--- config.mk ---
export PLATFORM = sky130hd
export DESIGN_NAME = vmctl_cap_check
export DESIGN_NICKNAME = d
export VERILOG_FILES = /design/src/rtl/vmcc_pkg.sv /design/src/rtl/vmcc_bit_check.sv /design/src/rtl/vmcc_cap_select.sv /design/src/rtl/vmcc_rsp_reg.sv /design/src/rtl/vmctl_cap_check.sv
export SDC_FILE = /design/constraint.sdc
export NUM_CORES = 1
export LEC_CHECK = 0
export BUFFER_PORTS_ARGS = -buffer_cell sky130_fd_sc_hd__buf_2
export CAP_MARGIN = 20
export CORE_AREA = 4 4 152 154
export CTS_CLUSTER_DIAMETER = 60
export DETAILED_ROUTE_END_ITERATION = 8
export DIE_AREA = 0 0 156 158
export HOLD_SLACK_MARGIN = 0.08
export MAX_ROUTING_LAYER = met4
export PLACE_DENSITY = 0.43
export REMOVE_ABC_BUFFERS = 1
export SETUP_SLACK_MARGIN = 0.05
export SLEW_MARGIN = 20
export SYNTH_ARGS = -nofsm -noshare
export SYNTH_HDL_FRONTEND = slang
export SYNTH_SLANG_ARGS = --single-unit
--- constraint.sdc ---
create_clock -name clk -period 3.2 [get_ports clk]
set_clock_uncertainty 0.05 [all_clocks]
set_input_delay 0.48 -clock clk [delete_from_list [all_inputs] [get_ports clk]]
set_output_delay 0.48 -clock clk [all_outputs]
set_load 0.05 [all_outputs]
--- src/rtl/vmcc_pkg.sv ---
package vmcc_pkg;
  localparam int unsigned CTL_W = 32;
  localparam logic [CTL_W-1:0] DEF1_MASK_DEFAULT = 32'h0401_E172;

  typedef struct packed {
    logic [CTL_W-1:0] pri;
    logic [CTL_W-1:0] sec;
  } viol_t;
endpackage

--- src/rtl/vmcc_bit_check.sv ---
module vmcc_bit_check #(
  parameter int unsigned W = 32,
  parameter bit HAS_REQ1 = 1'b1
) (
  input  logic [W-1:0] ctl,
  input  logic [W-1:0] need_one,
  input  logic [W-1:0] may_one,
  input  logic         enable,
  output logic [W-1:0] viol
);
  for (genvar i = 0; i < W; i++) begin : g_bit
    logic bad_zero;
    logic bad_one;
    if (HAS_REQ1) begin : g_req
      assign bad_zero = need_one[i] & ~ctl[i];
    end else begin : g_noreq
      assign bad_zero = 1'b0;
    end
    assign bad_one = ctl[i] & ~may_one[i];
    assign viol[i] = enable & (bad_zero | bad_one);
  end

  logic unused_need;
  assign unused_need = HAS_REQ1 ? 1'b0 : ^need_one;
endmodule

--- src/rtl/vmcc_cap_select.sv ---
module vmcc_cap_select #(
  parameter int unsigned W = 32,
  parameter logic [W-1:0] DEF1_MASK = '0
) (
  input  logic         use_true,
  input  logic [2*W-1:0] legacy_cap,
  input  logic [2*W-1:0] true_cap,
  output logic [W-1:0] need_one,
  output logic [W-1:0] may_one
);
  always_comb begin
    if (use_true) begin
      need_one = true_cap[W-1:0];
      may_one  = true_cap[2*W-1:W];
    end else begin
      need_one = legacy_cap[W-1:0] | DEF1_MASK;
      may_one  = legacy_cap[2*W-1:W];
    end
  end
endmodule

--- src/rtl/vmcc_rsp_reg.sv ---
module vmcc_rsp_reg #(
  parameter int unsigned W = 32
) (
  input  logic         clk,
  input  logic         rst,
  input  logic         accept,
  input  logic [W-1:0] pri_d,
  input  logic [W-1:0] sec_d,
  output logic         rsp_valid,
  output logic         rsp_fail,
  output logic         rsp_pri_fail,
  output logic         rsp_sec_fail,
  output logic [W-1:0] rsp_pri_mask,
  output logic [W-1:0] rsp_sec_mask
);
  always_ff @(posedge clk) begin
    if (rst) begin
      rsp_valid    <= 1'b0;
      rsp_fail     <= 1'b0;
      rsp_pri_fail <= 1'b0;
      rsp_sec_fail <= 1'b0;
      rsp_pri_mask <= '0;
      rsp_sec_mask <= '0;
    end else begin
      rsp_valid <= accept;
      if (accept) begin
        rsp_pri_mask <= pri_d;
        rsp_sec_mask <= sec_d;
        rsp_pri_fail <= |pri_d;
        rsp_sec_fail <= |sec_d;
        rsp_fail     <= (|pri_d) | (|sec_d);
      end
    end
  end


  accept_pulse_chk: assert property (@(posedge clk) disable iff (rst)
    accept |=> rsp_valid);

  idle_quiet_chk: assert property (@(posedge clk) disable iff (rst)
    !accept |=> (!rsp_valid && $stable(rsp_pri_mask) && $stable(rsp_sec_mask)));

  fail_or_chk: assert property (@(posedge clk) disable iff (rst)
    rsp_valid |-> (rsp_fail == ((|rsp_pri_mask) || (|rsp_sec_mask))));
endmodule

--- src/rtl/vmctl_cap_check.sv ---
module vmctl_cap_check #(
  parameter int unsigned CTL_W    = vmcc_pkg::CTL_W,
  parameter int unsigned MODE_BIT = 55,
  parameter int unsigned GATE_BIT = 31,
  parameter logic [CTL_W-1:0] DEF1_MASK = vmcc_pkg::DEF1_MASK_DEFAULT
) (
  input  logic               clk,
  input  logic               rst,
  input  logic               req_valid,
  output logic               req_ready,
  input  logic [2*CTL_W-1:0] basic_cap,
  input  logic [2*CTL_W-1:0] legacy_cap,
  input  logic [2*CTL_W-1:0] true_cap,
  input  logic [2*CTL_W-1:0] sec_cap,
  input  logic [CTL_W-1:0]   pri_ctl,
  input  logic [CTL_W-1:0]   sec_ctl,
  output logic               rsp_valid,
  output logic               rsp_fail,
  output logic               rsp_pri_fail,
  output logic               rsp_sec_fail,
  output logic [CTL_W-1:0]   rsp_pri_mask,
  output logic [CTL_W-1:0]   rsp_sec_mask
);
  localparam int unsigned CAP_W = 2 * CTL_W;

  logic              accept;
  logic              use_true;
  logic              sec_on;
  logic [CTL_W-1:0]  need_one;
  logic [CTL_W-1:0]  may_one;
  vmcc_pkg::viol_t   viol;

  always_ff @(posedge clk) begin
    if (rst) req_ready <= 1'b0;
    else     req_ready <= 1'b1;
  end

  assign accept   = req_valid & req_ready;
  assign use_true = basic_cap[MODE_BIT];
  assign sec_on   = pri_ctl[GATE_BIT];

  vmcc_cap_select #(.W(CTL_W), .DEF1_MASK(DEF1_MASK)) u_sel (
    .use_true  (use_true),
    .legacy_cap(legacy_cap),
    .true_cap  (true_cap),
    .need_one  (need_one),
    .may_one   (may_one)
  );

  vmcc_bit_check #(.W(CTL_W), .HAS_REQ1(1'b1)) u_pri (
    .ctl     (pri_ctl),
    .need_one(need_one),
    .may_one (may_one),
    .enable  (1'b1),
    .viol    (viol.pri)
  );

  vmcc_bit_check #(.W(CTL_W), .HAS_REQ1(1'b0)) u_sec (
    .ctl     (sec_ctl),
    .need_one(sec_cap[CTL_W-1:0]),
    .may_one (sec_cap[CAP_W-1:CTL_W]),
    .enable  (sec_on),
    .viol    (viol.sec)
  );

  vmcc_rsp_reg #(.W(CTL_W)) u_rsp (
    .clk         (clk),
    .rst         (rst),
    .accept      (accept),
    .pri_d       (viol.pri),
    .sec_d       (viol.sec),
    .rsp_valid   (rsp_valid),
    .rsp_fail    (rsp_fail),
    .rsp_pri_fail(rsp_pri_fail),
    .rsp_sec_fail(rsp_sec_fail),
    .rsp_pri_mask(rsp_pri_mask),
    .rsp_sec_mask(rsp_sec_mask)
  );

  logic unused_basic;
  assign unused_basic = ^basic_cap;


  sec_gate_chk: assert property (@(posedge clk) disable iff (rst)
    (accept && !pri_ctl[GATE_BIT]) |=> (rsp_sec_mask == '0));

  legacy_def1_chk: assert property (@(posedge clk) disable iff (rst)
    (accept && !basic_cap[MODE_BIT]) |=>
      ((rsp_pri_mask & $past(~pri_ctl & DEF1_MASK)) == $past(~pri_ctl & DEF1_MASK)));

  true_forbid_chk: assert property (@(posedge clk) disable iff (rst)
    (accept && basic_cap[MODE_BIT]) |=>
      ((rsp_pri_mask & $past(pri_ctl & ~true_cap[CAP_W-1:CTL_W]))
        == $past(pri_ctl & ~true_cap[CAP_W-1:CTL_W])));
endmodule

* After elaboration in Yosys (flattened, before gate mapping) *
Cells that the tools add are included.

cells by class
  multiplexer cells = 3
  bitwise logic cells = 258
  reductions and logical operators = 2

operator list
  operator             number
  1-bit AND            129
  1-bit inverter       96
  32-bit 2-to-1 mux    2
  32-bit OR reduction  2
  1-bit OR             33
  1-bit 2-to-1 mux     1

storage, ports and cells
  register bits after elaboration = 69
  input bits = 323
  output and inout bits = 69
  logic and storage cells = 270

* Depth between registers and ports, before layout *
  depth in word-level cells = 6
  mapped depth = 9

* Hierarchy *
Synthesis repeated with hierarchy kept, for this count alone.

second synthesis, totals
  cells, all modules = 420
  area, all modules = 4330.4 µm²

by module, submodules not included
  module                   times used  cells an instance  area each (µm²)  sequential area each (µm²)
  vmcc_rsp_reg             1           243                2512.4           1361.3
  vmcc_cap_select          1           71                 974.7            0.0
  vmcc_bit_check at u_pri  1           67                 474.2            0.0
  vmcc_bit_check at u_sec  1           35                 335.3            0.0
  vmctl_cap_check          1           4                  33.8             20.0

* Worst setup path before layout *
Ideal clock, no wire load.

  path type = input-to-reg
  start point = in basic_cap[55]
  end point = reg u_rsp.rsp_pri_fail
  setup time = 133 ps
  arrival time = 1882 ps
  required time = 3017 ps
  slack = 1135 ps
  stages = 6
  path buffers = 1
  cell sequence = buf_6 -> mux4_1 -> nor4_2 -> nand4_1 -> nor4_2 -> a21oi_1

on the way
  longest elaborated chain between the ends = 5
  elaborated cells between the ends (all ways) = 131

RTL lines
  item                   line                   source
  from (decl)            vmctl_cap_check.sv:11  input logic [2*CTL_W-1:0] basic_cap,
  32-bit 2-to-1 mux      vmcc_cap_select.sv:12  if (use_true) begin
  1-bit inverter         vmcc_bit_check.sv:19   assign bad_one = ctl[i] & ~may_one[i];
  1-bit AND              vmcc_bit_check.sv:19
  1-bit OR               vmcc_bit_check.sv:20   assign viol[i] = enable & (bad_zero | bad_one);
  32-bit OR reduction *  vmcc_rsp_reg.sv:29     rsp_pri_fail <= |pri_d;
  to (signal assigned)   vmcc_rsp_reg.sv:29
  to (decl)              vmcc_rsp_reg.sv:11     output logic rsp_pri_fail,

Mark *: on every way between the ends. The rest lies on a longest branch, timed or not.
A chain may end at the register's enable or synchronous reset.

* Final worst setup path *
Same ends and word-level chain as after synthesis.

==> qor.yml <==
sta:
  fmax_mhz: 427
  slew_headroom: 0.527
  final.setup.tns_ns: 0
  hold_viol: 0
  setup_ws_ns: 0.856
  min_period_over_period: 0.733
  finalSetupViolCount: 0
  final_max_slew_viol_count: 0
  fin_crit_ns: 2.34
  worst_slew_pin_slew_ns: 0.710
  rsz0062_at_grt: "false"
worst_setup_path:
  cp.required_ns: 3.35
  endpoint_kind: "flip-flop"
  critPathLaunchType: "input pin"
  arrival_ns: 2.50
  crit_fanout: 20
  crit_type: "in -> reg"
synthesis:
  synth-compound-area-share: 0.191
  synth_mux_area_frac: 0.0658
  synth_top_cell_by_area: "dfxtp_1"
  yosys.area_share.adder: 0
  synth-simple-area-share: 0.297
  yosysWarnings: 0
  syn_inst: 482
  synth_top_area_frac: 0.367
  synth_top_family_by_area: "simple AND/OR/NAND/NOR gates"
  ys_seq_elements: 69
  synth.avg_cell_area_um2: 7.81
  ys_types: 33
  ys_top_cells_by_area: "dfxtp_1, a21oi_1, a211oi_1, nand2_1, nor2_1"
  yosysSeqAreaShare: 0.367
  synth-xor-area-share: 0
  synthesis.area_um2: 3760
power:
  pwr_density_cell_nw_per_um2: 458
  p_leak_nw: 2.78
  design_power_total_mw: 2.66
  swShare: 0.293
  p_clk_frac: 0.444
  peakVddDrop_mv: 0.324
  comb_power_share: 0.214
  internal_power_mw: 1.88
  p_sw_mw: 0.780
  p_seq_frac: 0.343
layout:
  drive_gt1_frac: 0.419
  final_common_cell: "buf_2"
  layout_common_cells: "buf_2, dfxtp_1, a21oi_1, nand2_1, nor2_1"
  postLayoutCellArea_um2: 5820
  area_growth_pct: 54.6
  num-nets-final: 1077
  fillCellCount: 2433
  n_antenna_cell: 0
drt:
  drt-initial-drc-count: 144
  drt-total-wl_mm: 15.3
  avgRoutedWirePerCell_um: 14.7
  via_per_inst: 4.20
  dr.pass1.iters: 4
  via_count: 4367
  drc: 0
  ant_nets: 0
floorplan:
  dieArea_um2: 24600
  io_pins: 392
  start_util: 0.174
  die_w_um: 156
  coreArea_um2: 21700
  rows: 54
  fp.dieH_um: 158
placement:
  routabilityCongestion: 0.767
  dp_slack_ns: 0.412
  io_buffers: 286
  dp_hpwl_mm: 12.3
  placed_cell_area_um2: 5470
clock_network:
  post-cts-setup-buffers: 0
  cts_buffer_depth: 2
  path_clk_slew_ns: 0.06
  htreeDepth: 3
  root_buffer: "clkbuf_16"
  numClockSinks: 69
  hold_buffers: 0
  numCtsBuffers: 9
  clk_latency_ns: 0.33
  cts_tree: "done"
  cts_resized: 0
job:
  max_cap_violations: 0
grt:
  grt_pass1_vias: 4201
  antenna_found_initial: 0
  grt_max_degree: 37
  grt_usage: 0.120
  grt_pass1_wl_mm: 22.3
  grt_overflow: 0
run_status:
  outcome: "complete, no violations"
min_path:
  min_path_type: "in -> reg"
-- worst max-delay path, cell delays in order --
cell       delay, ns
buf_2           0.36
buf_4           0.33
a211oi_1        0.09
a2111oi_0       0.51
nand4_1         0.23
nor4_2          0.39
a21oi_1         0.11
-- power by group through the flow --
| stage | sequential (mW) | clock [mW] | combinational, mW |
|---|---|---|---|
| 6_report | 0.913 | 1.18 | 0.569 |
| 5_1_grt | 0.917 | 1.27 | 0.623 |
| 4_1_cts | 0.913 | 1.23 | 0.580 |
| 3_5_place_dp | 0.932 | 0 | 0.579 |
| 3_3_place_gp | 0.931 | 0 | 0.577 |
| 2_1_floorplan | 1.06 | 0 | 0.169 |
-- metrics by stage --
stage | utilization | hold WS, ns | cells
floorplan | - | 0.499 | 449
global placement | 0.252 | 0.387 | 1023
detailed placement | 0.252 | 0.390 | 1023
CTS | 0.268 | 0.361 | 1039
global route | 0.268 | 0.375 | 1039
finish | 0.268 | 0.382 | 1039
-- per-layer routing --
| metal | vias to the layer above | track usage | share of wire |
|---|---|---|---|
| met3 | 7 | 0.0372 | 0.088 |
| li1 | 2241 | - | - |
| met5 | - | - | 0 |
| met4 | 0 | 0.0213 | 0.0075 |
| met2 | 195 | 0.197 | 0.47 |
| met1 | 1924 | 0.146 | 0.43 |
-- synth_stat cells, drive strengths merged --
cell type,n
nand2b,20
nand3,17
nand2,59
o221ai,2
dfxtp,69
a21oi,66
nor4,7
nor4bb,1
o21ai,3
mux4,10
nand4b,15
or4,1
nor3,10
nor2,50
inv,35
a2111oi,1
and2,2
o22ai,4
nor2b,18
o211a,1
clkbuf,20
a211oi,32
a31oi,10
nand4,5
and3b,10
o41a,1
buf,13
-- layout make-up --
| cell class | count | area [um2] | area share |
|---|---|---|---|
| inverter | 35 | 131 | 0.0226 |
| sequential | 69 | 1380 | 0.237 |
| tap | 280 | 350 | 0.0602 |
| clock inverter | 7 | 121 | 0.0209 |
| multi-input combinational | 345 | 2090 | 0.359 |
| clock buffer | 9 | 225 | 0.0387 |
| timing repair buffer | 294 | 1520 | 0.261 |
-- sequential cells by signal, summed over array words and instances (netlist names) --
name / cells
u_rsp.rsp_pri_mask: 32
u_rsp.rsp_sec_mask: 32
req_ready: 1
u_rsp.rsp_fail: 1
u_rsp.rsp_pri_fail: 1
u_rsp.rsp_sec_fail: 1
u_rsp.rsp_valid: 1
-- logic make-up after synthesis --
family,after synthesis
multiplexers,10
flip-flops,69
AO/OA/AOI/OAI,120
buffers and inverters,68
AND/OR/NAND/NOR,215
-- worst paths after layout --
path | endpoint | depth (start not counted) | from | slack (ns)
worst min-delay path | u_rsp.rsp_sec_mask[0] | 3 | sec_ctl[0] | 0.38
worst min register to register | u_rsp.rsp_sec_mask[19] | 2 | u_rsp.rsp_sec_mask[19] | 0.40
worst max register to register | u_rsp.rsp_sec_mask[18] | 4 | req_ready | 1.55
worst max-delay path | u_rsp.rsp_pri_fail | 7 | basic_cap[55] | 0.86
Note: power is estimated with default switching activity, not from simulation.
